### config.mk
export PLATFORM = sky130hd
export DESIGN_NAME = sam_alarm_hub
export DESIGN_NICKNAME = d
export VERILOG_FILES = /design/src/rtl/sam_pkg.sv /design/src/rtl/sam_cfg_regs.sv /design/src/rtl/sam_handler.sv /design/src/rtl/sam_supervisor.sv /design/src/rtl/sam_alarm_hub.sv
export SDC_FILE = /design/constraint.sdc
export NUM_CORES = 1
export LEC_CHECK = 0
export CAP_MARGIN = 20
export CORE_AREA = 2 2 88 90
export CTS_BUF_LIST = sky130_fd_sc_hd__clkbuf_16
export DETAILED_ROUTE_END_ITERATION = 12
export DIE_AREA = 0 0 90 92
export PLACE_DENSITY = 0.9
export SYNTH_ARGS = -nofsm -noshare
export SYNTH_HDL_FRONTEND = slang
export SYNTH_SLANG_ARGS = --single-unit
### constraint.sdc
create_clock -name clk_i -period 4.5 [get_ports clk_i]
set_input_delay 1.35 -clock clk_i [delete_from_list [all_inputs] [get_ports clk_i]]
set_output_delay 1.35 -clock clk_i [all_outputs]
set_load 0.005 [all_outputs]
### src/rtl/sam_pkg.sv
package sam_pkg;
  typedef enum logic [1:0] {
    RX_IGNORE = 2'b00,
    RX_IRQ    = 2'b01,
    RX_FAULT  = 2'b10,
    RX_CRIT   = 2'b11
  } react_e;

  localparam int unsigned N_HND   = 2;
  localparam int unsigned REG_AW  = 3;
  localparam int unsigned REG_DW  = 32;

  localparam logic [REG_AW-1:0] A_ROUTE   = 3'd0;
  localparam logic [REG_AW-1:0] A_REACT   = 3'd1;
  localparam logic [REG_AW-1:0] A_STAT0   = 3'd2;
  localparam logic [REG_AW-1:0] A_STAT1   = 3'd3;
  localparam logic [REG_AW-1:0] A_RELEASE = 3'd4;
endpackage

### src/rtl/sam_cfg_regs.sv
module sam_cfg_regs
  import sam_pkg::*;
#(
  parameter int unsigned NA = 8
) (
  input  logic                        clk_i,
  input  logic                        rst_ni,
  input  logic                        wr_en_i,
  input  logic [REG_AW-1:0]           wr_addr_i,
  input  logic [REG_DW-1:0]           wr_data_i,
  output logic [NA-1:0]               route_o,
  output logic [2*NA-1:0]             react_o,
  output logic [N_HND-1:0][NA-1:0]    clr_o,
  output logic [N_HND-1:0]            rel_o
);
  logic [NA-1:0]   route_q;
  logic [2*NA-1:0] react_q;

  always_ff @(posedge clk_i or negedge rst_ni) begin
    if (!rst_ni) begin
      route_q <= '0;
      react_q <= '0;
    end else if (wr_en_i) begin
      if (wr_addr_i == A_ROUTE) route_q <= wr_data_i[NA-1:0];
      if (wr_addr_i == A_REACT) react_q <= wr_data_i[2*NA-1:0];
    end
  end

  // one-cycle clear strobes per handler status register
  for (genvar h = 0; h < N_HND; h++) begin : g_clr
    localparam logic [REG_AW-1:0] ADDR = A_STAT0 + REG_AW'(h);
    assign clr_o[h] = (wr_en_i && wr_addr_i == ADDR) ? wr_data_i[NA-1:0] : '0;
  end

  assign rel_o   = (wr_en_i && wr_addr_i == A_RELEASE) ? wr_data_i[N_HND-1:0] : '0;
  assign route_o = route_q;
  assign react_o = react_q;
endmodule

### src/rtl/sam_handler.sv
module sam_handler
  import sam_pkg::*;
#(
  parameter int unsigned NA      = 8,
  parameter int unsigned ALIVE_N = 16,
  parameter int unsigned HID     = 0
) (
  input  logic            clk_i,
  input  logic            rst_ni,
  input  logic            en_i,
  input  logic [NA-1:0]   alarm_i,
  input  logic [NA-1:0]   route_i,
  input  logic [2*NA-1:0] react_i,
  input  logic [NA-1:0]   clr_i,
  input  logic            rel_i,
  output logic [NA-1:0]   status_o,
  output logic            irq_o,
  output logic            crit_o,
  output logic            fault_no,
  output logic            alive_o
);
  localparam int unsigned CW = (ALIVE_N > 1) ? $clog2(ALIVE_N) : 1;
  localparam logic        OWN_SEL = (HID != 0);

  logic [NA-1:0] mine, act_m, flt_m, irq_m, crit_m;
  logic [NA-1:0] st_q;
  logic          fl_q, hb_q;
  logic [CW-1:0] cnt_q;

  for (genvar i = 0; i < NA; i++) begin : g_dec
    react_e code;
    assign code     = react_e'(react_i[2*i +: 2]);
    assign mine[i]  = (route_i[i] == OWN_SEL);
    assign act_m[i] = (code != RX_IGNORE);
    assign flt_m[i] = (code == RX_FAULT) || (code == RX_CRIT);
    assign irq_m[i] = (code == RX_IRQ);
    assign crit_m[i] = (code == RX_CRIT);
  end

  logic [NA-1:0] hit;
  logic          flt_set, flt_pend;
  assign hit      = alarm_i & mine;
  assign flt_set  = |(hit & flt_m);
  assign flt_pend = |(st_q & flt_m);

  always_ff @(posedge clk_i or negedge rst_ni) begin
    if (!rst_ni) begin
      st_q  <= '0;
      fl_q  <= 1'b0;
      hb_q  <= 1'b0;
      cnt_q <= '0;
    end else if (en_i) begin
      st_q <= (st_q & ~clr_i) | (hit & act_m);
      if (flt_set)                fl_q <= 1'b1;
      else if (rel_i && !flt_pend) fl_q <= 1'b0;
      if (cnt_q == CW'(ALIVE_N - 1)) begin
        cnt_q <= '0;
        hb_q  <= ~hb_q;
      end else begin
        cnt_q <= cnt_q + 1'b1;
      end
    end
  end

  assign status_o = st_q;
  assign irq_o    = |(st_q & irq_m);
  assign crit_o   = |(st_q & crit_m);
  assign fault_no = ~fl_q;
  assign alive_o  = hb_q;
endmodule

### src/rtl/sam_supervisor.sv
module sam_supervisor
  import sam_pkg::*;
#(
  parameter int unsigned ALIVE_N = 16,
  parameter int unsigned NC      = 3
) (
  input  logic             clk_i,
  input  logic             rst_ni,
  input  logic [N_HND-1:0] alive_i,
  input  logic             crit_i,
  input  logic [NC-1:0]    ccf_i,
  output logic             sys_fault_no
);
  localparam int unsigned LIMIT = 2 * ALIVE_N;
  localparam int unsigned CW    = $clog2(LIMIT + 1);

  logic [N_HND-1:0] dead;

  for (genvar h = 0; h < N_HND; h++) begin : g_wd
    logic          prev_q, edge_seen;
    logic [CW-1:0] cnt_q;
    assign edge_seen = alive_i[h] ^ prev_q;
    assign dead[h]   = !edge_seen && (cnt_q == CW'(LIMIT - 1));

    always_ff @(posedge clk_i or negedge rst_ni) begin
      if (!rst_ni) begin
        prev_q <= 1'b0;
        cnt_q  <= '0;
      end else begin
        prev_q <= alive_i[h];
        if (edge_seen)                    cnt_q <= '0;
        else if (cnt_q != CW'(LIMIT - 1)) cnt_q <= cnt_q + 1'b1;
      end
    end
  end

  logic sys_q;
  always_ff @(posedge clk_i or negedge rst_ni) begin
    if (!rst_ni)                          sys_q <= 1'b0;
    else if (|dead || crit_i || |ccf_i)   sys_q <= 1'b1;
  end

  assign sys_fault_no = ~sys_q;
endmodule

### src/rtl/sam_alarm_hub.sv
module sam_alarm_hub
  import sam_pkg::*;
#(
  parameter int unsigned NUM_ALARMS = 8,
  parameter int unsigned ALIVE_N    = 16,
  parameter int unsigned NUM_CCF    = 3
) (
  input  logic                  clk_i,
  input  logic                  rst_ni,
  input  logic [NUM_ALARMS-1:0] alarm_i,
  input  logic [1:0]            core_en_i,
  input  logic [NUM_CCF-1:0]    ccf_i,
  input  logic                  wr_en_i,
  input  logic [2:0]            wr_addr_i,
  input  logic [31:0]           wr_data_i,
  input  logic [2:0]            rd_addr_i,
  output logic [31:0]           rd_data_o,
  output logic [1:0]            irq_o,
  output logic [1:0]            fault_no,
  output logic [1:0]            alive_o,
  output logic                  sys_fault_no
);
  localparam int unsigned NA = NUM_ALARMS;

  logic [NA-1:0]             route;
  logic [2*NA-1:0]           react;
  logic [N_HND-1:0][NA-1:0]  clr;
  logic [N_HND-1:0]          rel;
  logic [N_HND-1:0][NA-1:0]  hnd_status;
  logic [N_HND-1:0]          hnd_crit;
  logic                      crit_any;

  sam_cfg_regs #(.NA(NA)) u_regs (
    .clk_i, .rst_ni, .wr_en_i, .wr_addr_i, .wr_data_i,
    .route_o(route), .react_o(react), .clr_o(clr), .rel_o(rel)
  );

  for (genvar h = 0; h < N_HND; h++) begin : g_hnd
    sam_handler #(.NA(NA), .ALIVE_N(ALIVE_N), .HID(h)) u_hnd (
      .clk_i, .rst_ni,
      .en_i     (core_en_i[h]),
      .alarm_i,
      .route_i  (route),
      .react_i  (react),
      .clr_i    (clr[h]),
      .rel_i    (rel[h]),
      .status_o (hnd_status[h]),
      .irq_o    (irq_o[h]),
      .crit_o   (hnd_crit[h]),
      .fault_no (fault_no[h]),
      .alive_o  (alive_o[h])
    );
  end

  assign crit_any = |hnd_crit;

  sam_supervisor #(.ALIVE_N(ALIVE_N), .NC(NUM_CCF)) u_sup (
    .clk_i, .rst_ni,
    .alive_i (alive_o),
    .crit_i  (crit_any),
    .ccf_i,
    .sys_fault_no
  );

  always_comb begin
    rd_data_o = '0;
    unique case (rd_addr_i)
      A_ROUTE: rd_data_o[NA-1:0]   = route;
      A_REACT: rd_data_o[2*NA-1:0] = react;
      A_STAT0: rd_data_o[NA-1:0]   = hnd_status[0];
      A_STAT1: rd_data_o[NA-1:0]   = hnd_status[1];
      default: rd_data_o           = '0;
    endcase
  end
endmodule

==> results_tabular.tex, run 1 <==
\begin{tabular}{lr}
\hline
Metric & Value \\
\hline
\multicolumn{2}{l}{\textbf{Worst setup path}} \\
Kind of capture point of the worst setup path & output pin \\
WP data arrival & 2.81 ns \\
Length in cells of the worst reg-to-reg path & 5 \\
Worst path slowest cell & sky130\_fd\_sc\_hd\_\_mux4\_2 \\
Sort of element at the start of the critical path & primary input \\
Largest driver fanout on the critical path & 5 \\
Largest incremental delay on the critical path & $\sim$0.5 ns \\
Type of the worst setup path & primary input to output pin \\
Cells along the critical path & dlymetal6s2s\_1 -> buf\_12 -> mux4\_2 -> nor2b\_1 -> clkdlybuf4s50\_1 \\
Required arrival time at the worst endpoint & 3.15 ns \\
\multicolumn{2}{l}{\textbf{Hold path}} \\
Hold Path Class & flop to flop \\
Hold-critical path depth & 0 \\
\multicolumn{2}{l}{\textbf{Layout}} \\
Post-route design area & 0.00474 mm² \\
Non-filler cells in the finished layout & about 530 \\
Share of cells above drive strength 1 & between 10\% and 20\% \\
Layout overhead on the synthesized area & 25.7\% \\
Final layout net count & 477 \\
Antenna cell count & 0 \\
Final standard cell utilization of the core & between 60\% and 70\% \\
\multicolumn{2}{l}{\textbf{Die}} \\
Site row count & 32 \\
Die footprint & 0.00828 mm² \\
Vertical die dimension & $\sim$92 µm \\
Die X & around 90 µm \\
Number of top-level pins & 93 \\
Area of the core & 0.00745 mm² \\
Starting density of the core & 50.7\% \\
\multicolumn{2}{l}{\textbf{Timing}} \\
Unrepaired setup endpoints after global routing & false \\
Final Skew & around 0.0042 ns \\
Max-Slew Margin vs Limit & 39.7\% \\
Count of final setup violators & 0 \\
Final setup TNS & 0 ns \\
Share of the clock period used by the worst path & 92.4\% \\
Minimum period implied by the final worst setup slack & 4.16 ns \\
Fin. max-slew vios & 0 \\
Transition time at the pin with the least slew margin & 0.901 ns \\
Worst-case setup margin in the final layout & 0.344 ns \\
Final hold viol count & 0 \\
Max Freq & 0.241 GHz \\
\multicolumn{2}{l}{\textbf{Route}} \\
DR vias/cell & 5.97 \\
Starting DRT DRC Count & 398 \\
WL final & 10000 µm \\
Number of nets with antenna violations after routing & 0 \\
DRC errors left & 0 \\
Number of search-and-repair iterations in the first detailed-routing pass & 6 \\
DR WL/cell & 19.0 µm \\
Total via count after detailed routing & approximately 3100 \\
\multicolumn{2}{l}{\textbf{GRT}} \\
Met3 Track Usage GR & between 5 and 6\% \\
Total routing resource utilization after global routing & 25.4\% \\
Vias in the first global route & 3170 \\
Met2 usage in global routing & 40.3\% \\
Initial antenna violation count & 0 \\
First-pass GRT wire length & between 15000 and 20000 µm \\
Largest net degree at the start of global routing & 40 \\
Global route overflow & 0 \\
M1 GR Usage & 34.1\% \\
Grt peak-use layer & met2 \\
\multicolumn{2}{l}{\textbf{Clocking}} \\
Maximum root-to-sink buffer count & 2 \\
Number of sinks driven by the clock tree & 67 \\
Number of levels in the clock H-tree & 3 \\
Clock tree from TritonCTS & built \\
Clock Pin Slew Worst Setup and Hold Paths & 0.05 ns \\
Clock latency on the worst-skew pair & about 0.33 ns \\
Total clock buffers created by CTS & 9 \\
Buffer type at the clock tree root & sky130\_fd\_sc\_hd\_\_clkbuf\_16 \\
\multicolumn{2}{l}{\textbf{Placed design}} \\
Post-Place Worst Slack & 0.0362 ns \\
Quantity of I/O buffers inserted on ports & 60 \\
Count of placed standard cells including taps & just over 500 \\
HPWL after detailed placement & 7240 µm \\
Placer's final routability congestion estimate & between 0.9 and 1 \\
Instance area after placement & $\sim$0.0044 mm² \\
\multicolumn{2}{l}{\textbf{Status}} \\
Result of the run & finished, final reports clean \\
\multicolumn{2}{l}{\textbf{Yosys}} \\
Netlist area before placement & 0.00377 mm² \\
Gate count after technology mapping & 353 \\
Synth Register Bits & 67 \\
Mapped Avg Cell Area & 10.7 µm² \\
Post-synthesis cell type count & 46 \\
Post-synth EDFFs & 0 \\
Yosys Warn Count & 0 \\
Most used flip-flop cell after synthesis & sky130\_fd\_sc\_hd\_\_dfrtp\_1 \\
Asr flop ratio synth & 100\% \\
Portion of the post-synthesis area used by sequential elements & 44.4\% \\
\multicolumn{2}{l}{\textbf{Pwr}} \\
Cell area power density & 483 mW/mm² \\
Peak supply drop & $\sim$0.18 mV \\
Cell leakage power & 1.97 nW \\
\multicolumn{2}{l}{\textbf{Job}} \\
Max-cap violation count & 0 \\
\hline
\end{tabular}
## routing by layer
layer,part of all wire (%),routed length (µm)
met1,41,4130
met2,47,4740
met3,8.0,796
met4,3.4,336
met5,0,0
## worst max-delay path, delay by kind of cell
kind | cells | cell delay, ns
AND/OR/NAND/NOR | 1 | 0.16
multiplexers | 1 | 0.49
buffers and inverters | 3 | 0.80
## cell usage in the layout (no fill, tap or decap), types with 9 or more instances in the layout
cell type,count
sky130_fd_sc_hd__clkbuf_16,10
sky130_fd_sc_hd__nor2b_1,17
sky130_fd_sc_hd__buf_4,9
sky130_fd_sc_hd__mux2_4,10
sky130_fd_sc_hd__nand3_1,11
sky130_fd_sc_hd__nand2_1,42
sky130_fd_sc_hd__dfrtp_1,67
sky130_fd_sc_hd__nand4_1,9
sky130_fd_sc_hd__inv_1,17
sky130_fd_sc_hd__nor2_1,11
sky130_fd_sc_hd__a32o_1,16
sky130_fd_sc_hd__clkdlybuf4s50_1,57
sky130_fd_sc_hd__o21ai_0,18
sky130_fd_sc_hd__conb_1,16
## cells in the mapped netlist, types with 2 or more instances
| cell type | number | area share, % |
|---|---|---|
| sky130_fd_sc_hd__a21oi_1 | 3 | 0.40 |
| sky130_fd_sc_hd__a221oi_1 | 2 | 0.46 |
| sky130_fd_sc_hd__a222oi_1 | 2 | 0.53 |
| sky130_fd_sc_hd__a22o_1 | 3 | 0.70 |
| sky130_fd_sc_hd__a22oi_1 | 8 | 1.6 |
| sky130_fd_sc_hd__a31oi_1 | 2 | 0.33 |
| sky130_fd_sc_hd__a32o_1 | 16 | 4.2 |
| sky130_fd_sc_hd__and2_1 | 8 | 1.3 |
| sky130_fd_sc_hd__and3_1 | 3 | 0.50 |
| sky130_fd_sc_hd__buf_1 | 2 | 0.20 |
| sky130_fd_sc_hd__buf_2 | 5 | 0.66 |
| sky130_fd_sc_hd__buf_4 | 22 | 4.4 |
| sky130_fd_sc_hd__dfrtp_1 | 67 | 44 |
| sky130_fd_sc_hd__ha_1 | 4 | 1.3 |
| sky130_fd_sc_hd__inv_1 | 15 | 1.5 |
| sky130_fd_sc_hd__mux2_2 | 8 | 2.4 |
| sky130_fd_sc_hd__mux2_4 | 10 | 4.0 |
| sky130_fd_sc_hd__mux2i_1 | 5 | 1.3 |
| sky130_fd_sc_hd__mux4_2 | 8 | 4.8 |
| sky130_fd_sc_hd__nand2_1 | 42 | 4.2 |
| sky130_fd_sc_hd__nand3_1 | 11 | 1.5 |
| sky130_fd_sc_hd__nand4_1 | 9 | 1.5 |
| sky130_fd_sc_hd__nor2_1 | 11 | 1.1 |
| sky130_fd_sc_hd__nor2b_1 | 17 | 2.8 |
| sky130_fd_sc_hd__nor3_1 | 2 | 0.27 |
| sky130_fd_sc_hd__nor3b_1 | 2 | 0.40 |
| sky130_fd_sc_hd__nor3b_2 | 2 | 0.66 |
| sky130_fd_sc_hd__o211ai_1 | 8 | 1.6 |
| sky130_fd_sc_hd__o21a_1 | 8 | 1.6 |
| sky130_fd_sc_hd__o21ai_0 | 18 | 2.4 |
| sky130_fd_sc_hd__o22a_1 | 4 | 0.93 |
| sky130_fd_sc_hd__o22ai_1 | 4 | 0.66 |
| sky130_fd_sc_hd__xnor2_1 | 5 | 1.2 |
| sky130_fd_sc_hd__xor2_1 | 5 | 1.2 |
## stage by stage
step / power, mW / hold slack (ns)
2_1_floorplan: 1.36 / 0.430
3_3_place_gp: 1.57 / 0.460
3_5_place_dp: 1.61 / 0.466
4_1_cts: 2.29 / 0.477
5_1_grt: 2.42 / 0.490
6_report: 2.29 / 0.475
## logic make-up (layout without fill, tap and decap cells)
logic type      after synthesis  after routing  share of synthesized area (%)
simple gates                113            113                           16.1
compound gates               81             81                           16.1
flops                        67             67                           44.4
buf+inv                      46            102                           7.13
mux                          31             31                           12.5
xor+xnor                     10             10                           2.32
fa+ha+maj                     4              4                           1.33
other cells                   1             16                         0.0994
## layout make-up
type	count	area, µm²
sequential	67	1680
fill	591	2700
clock buffer	9	225
multi-input combinational	255	1880
clock inverter	7	61.3
inverter	15	56.3
tap	102	128
timing repair buffer	71	713
## repair_timing
| action | 4_1_cts | 5_1_grt |
|---|---|---|
| endpoints found under the setup margin | 0 | 8 |
| setup buffers | 0 | 1 |
| hold buffers | 0 | 0 |
| resized for setup | 0 | 2 |
## path summary, 6_finish.rpt
kind | from | end | slack (ns)
worst min register to register | g_hnd[1].u_hnd.alive_o$_DFFE_PN0P_ | u_sup.g_wd[1].prev_q$_DFF_PN0_ | 0.48
max in group asynchronous | rst_ni | u_regs.route_o[5]$_DFFE_PN0P_ | 2.49
worst max-delay path | rd_addr_i[0] | rd_data_o[4] | 0.34
min in group asynchronous | rst_ni | u_sup.g_wd[1].cnt_q[0]$_DFFE_PN0N_ | 1.12
worst max register to register | u_sup.g_wd[0].cnt_q[0]$_DFFE_PN0N_ | u_sup.g_wd[0].cnt_q[1]$_DFFE_PN0N_ | 2.80
worst min-delay path | g_hnd[1].u_hnd.alive_o$_DFFE_PN0P_ | u_sup.g_wd[1].prev_q$_DFF_PN0_ | 0.48
## report_power, final
part           switching [mW]  internal [mW]
sequential              0.229          0.765
combinational           0.268          0.357
clock                   0.253          0.421
## flip-flops by register name, indices dropped and copies added (netlist names)
register              cells
u_sup.sys_q               1
u_sup.g_wd.prev_q         2
g_hnd.u_hnd.alive_o       2
u_regs.route_o            8
g_hnd.u_hnd.cnt_q         8
u_regs.react_o           16
u_sup.g_wd.cnt_q         12
g_hnd.u_hnd.fl_q          2
g_hnd.u_hnd.status_o     16
No activity file was read; power rests on OpenSTA's default activity.
==> run 2, diff against run 1 <==
--- a/config.mk
+++ b/config.mk
@@ -10,7 +10,9 @@
 export CTS_BUF_LIST = sky130_fd_sc_hd__clkbuf_16
 export DETAILED_ROUTE_END_ITERATION = 12
 export DIE_AREA = 0 0 90 92
-export PLACE_DENSITY = 0.9
+export DONT_BUFFER_PORTS = 1
+export PLACE_DENSITY = 0.74
+export REMOVE_ABC_BUFFERS = 1
 export SYNTH_ARGS = -nofsm -noshare
 export SYNTH_HDL_FRONTEND = slang
 export SYNTH_SLANG_ARGS = --single-unit
==> run 2 against run 1 <==
- cell count shrank 13%
- core utilization is 8.7 points lower
- power up 0.11%
- via count down 10%
- sequential share of layout area rose by 5.6 points
- fmax grew 17%
- combinational power decreased by 23%
- final area is 14% lower
==> results_tabular.tex, run 2 (synthesized netlist as in run 1, its figures left out) <==
\begin{tabular}{lr}
\hline
Metric & Value \\
\hline
\multicolumn{2}{l}{\textbf{Clocking}} \\
Total clock buffers created by CTS & 9 \\
Clock tree from TritonCTS & built \\
Number of levels in the clock H-tree & 3 \\
Gates resized, CTS repair & 0 \\
Number of buffers added to fix hold violations after cts & 0 \\
Maximum root-to-sink buffer count & 2 \\
Clock Pin Slew Worst Setup and Hold Paths & 0.06 ns \\
Clock latency on the worst-skew pair & 0.33 ns \\
Number of sinks driven by the clock tree & 67 \\
Buffers inserted by post-CTS timing repair & 0 \\
Buffer type at the clock tree root & sky130\_fd\_sc\_hd\_\_clkbuf\_16 \\
\multicolumn{2}{l}{\textbf{Layout}} \\
Final layout net count & 406 \\
Layout overhead on the synthesized area & 8.52\% \\
Most common cell after layout, fill and taps aside & sky130\_fd\_sc\_hd\_\_dfrtp\_1 \\
Share of cells above drive strength 1 & about an eighth \\
Antenna cell count & 0 \\
Non-filler cells in the finished layout & roughly 460 \\
Post-route design area & 0.00410 mm² \\
Commonest non-fill, non-tap cells in the layout & sky130\_fd\_sc\_hd\_\_dfrtp\_1, sky130\_fd\_sc\_hd\_\_nand2\_1, sky130\_fd\_sc\_hd\_\_o21ai\_0, sky130\_fd\_sc\_hd\_\_nor2b\_1 \\
\multicolumn{2}{l}{\textbf{Die}} \\
Vertical die dimension & 92 µm \\
Die footprint & 0.00828 mm² \\
Starting density of the core & 50.7\% \\
Number of top-level pins & 93 \\
Area of the core & 0.00745 mm² \\
Die X & 90 µm \\
Site row count & 32 \\
\multicolumn{2}{l}{\textbf{Worst setup path}} \\
Destination of the critical timing path & rd\_data\_o[14] \\
Cells along the critical path & nor3b\_1 -> and2\_1 \\
Largest driver fanout on the critical path & 9 \\
Type of the worst setup path & primary input to output pin \\
Worst path slowest cell & sky130\_fd\_sc\_hd\_\_nor3b\_1 \\
Cell count along the critical path & 2 \\
CP delay by family, top & simple AND/OR/NAND/NOR gates \\
R2r endpoint & u\_sup.g\_wd[0].cnt\_q[2]\$\_DFFE\_PN0N\_ \\
Length in cells of the worst reg-to-reg path & 5 \\
WP data arrival & 2.19 ns \\
Origin of the worst setup path & rd\_addr\_i[1] \\
Sort of element at the start of the critical path & primary input \\
Count of buffering cells on the critical path with inverters included & 0 \\
Kind of capture point of the worst setup path & output pin \\
Launching point of the worst reg2reg path & u\_sup.g\_wd[0].cnt\_q[0]\$\_DFFE\_PN0N\_ \\
Largest incremental delay on the critical path & $\sim$0.59 ns \\
Required arrival time at the worst endpoint & 3.15 ns \\
Setup slack, reg-to-reg & 2.78 ns \\
\multicolumn{2}{l}{\textbf{Route}} \\
DR WL/cell & 20.2 µm \\
Starting DRT DRC Count & 336 \\
Number of search-and-repair iterations in the first detailed-routing pass & 5 \\
DR vias/cell & 6.18 \\
DRC errors left & 0 \\
WL final & 9170 µm \\
Total via count after detailed routing & 2811 \\
Number of nets with antenna violations after routing & 0 \\
\multicolumn{2}{l}{\textbf{Placed design}} \\
HPWL after detailed placement & 6400 µm \\
Count of placed standard cells including taps & about 440 \\
Quantity of I/O buffers inserted on ports & 0 \\
Instance area after placement & 0.00374 mm² \\
Placer's final routability congestion estimate & between 0.9 and 1 \\
\multicolumn{2}{l}{\textbf{Job}} \\
Max-cap violation count & 0 \\
\multicolumn{2}{l}{\textbf{Timing}} \\
Minimum period implied by the final worst setup slack & 3.54 ns \\
Fin. max-slew vios & 0 \\
Max-Slew Margin vs Limit & roughly 30\% \\
Final hold viol count & 0 \\
Share of the clock period used by the worst path & 78.6\% \\
Unrepaired setup endpoints after global routing & false \\
Final setup TNS & 0 ns \\
Count of final setup violators & 0 \\
Final Skew & 0.00454 ns \\
Max Freq & 0.283 GHz \\
Transition time at the pin with the least slew margin & 1.05 ns \\
\multicolumn{2}{l}{\textbf{GRT}} \\
Global route overflow & 0 \\
Met2 usage in global routing & around a third \\
Total routing resource utilization after global routing & between 20 and 25\% \\
Met3 Track Usage GR & 5.59\% \\
Vias in the first global route & around 2800 \\
M1 GR Usage & 31.1\% \\
First-pass GRT wire length & about 14000 µm \\
Largest net degree at the start of global routing & 68 \\
Initial antenna violation count & 0 \\
Grt peak-use layer & met2 \\
\multicolumn{2}{l}{\textbf{Pwr}} \\
Cell area power density & 561 mW/mm² \\
Peak supply drop & 0.220 mV \\
Final total power & 2.30 mW \\
Cell leakage power & 1.68 nW \\
\multicolumn{2}{l}{\textbf{Hold path}} \\
Hold Path Class & flop to flop \\
Hold-critical path depth & 0 \\
\multicolumn{2}{l}{\textbf{Status}} \\
Result of the run & finished, final reports clean \\
\hline
\end{tabular}
[run 2: how the worst min path moves through the flow]
| stage | from | end |
|---|---|---|
| 6_report | g_hnd[1].u_hnd.alive_o$_DFFE_PN0P_ | u_sup.g_wd[1].prev_q$_DFF_PN0_ |
| 5_1_grt | g_hnd[1].u_hnd.alive_o$_DFFE_PN0P_ | u_sup.g_wd[1].prev_q$_DFF_PN0_ |
| 4_1_cts | g_hnd[1].u_hnd.alive_o$_DFFE_PN0P_ | u_sup.g_wd[1].prev_q$_DFF_PN0_ |
| 3_5_place_dp | g_hnd[1].u_hnd.alive_o$_DFFE_PN0P_ | u_sup.g_wd[1].prev_q$_DFF_PN0_ |
| 3_3_place_gp | g_hnd[1].u_hnd.alive_o$_DFFE_PN0P_ | u_sup.g_wd[1].prev_q$_DFF_PN0_ |
| 2_1_floorplan | g_hnd[1].u_hnd.alive_o$_DFFE_PN0P_ | u_sup.g_wd[1].prev_q$_DFF_PN0_ |
[run 2: layout make-up]
type	instances	area [µm²]
tap	102	128
inverter	15	56.3
multi-input combinational	255	1880
sequential	67	1680
clock inverter	7	125
fill	653	3350
clock buffer	9	225
[run 2: per-layer routing]
layer / vias to the layer above / wire [µm] / part of all wire [%]
met5: - / 0 / 0
met4: 0 / 240 / 2.6
met3: 19 / 824 / 9.0
met2: 140 / 4190 / 46
met1: 1393 / 3920 / 43
li1: 1259 / - / -
[run 2: stage by stage]
step,hold slack [ns],util [%],setup WS [ns]
after global placement,0.470,50.3,1.06
after floorplan,0.449,-,1.20
after global routing,0.509,55.0,0.878
after detailed placement,0.482,50.3,0.965
after CTS,0.495,55.0,0.959
final,0.493,55.0,0.961
[run 2: where the power goes]
group	switching, mW	internal (mW)
Sequential	0.226	0.765
Combinational	0.217	0.266
Clock	0.276	0.546
Total	0.719	1.58
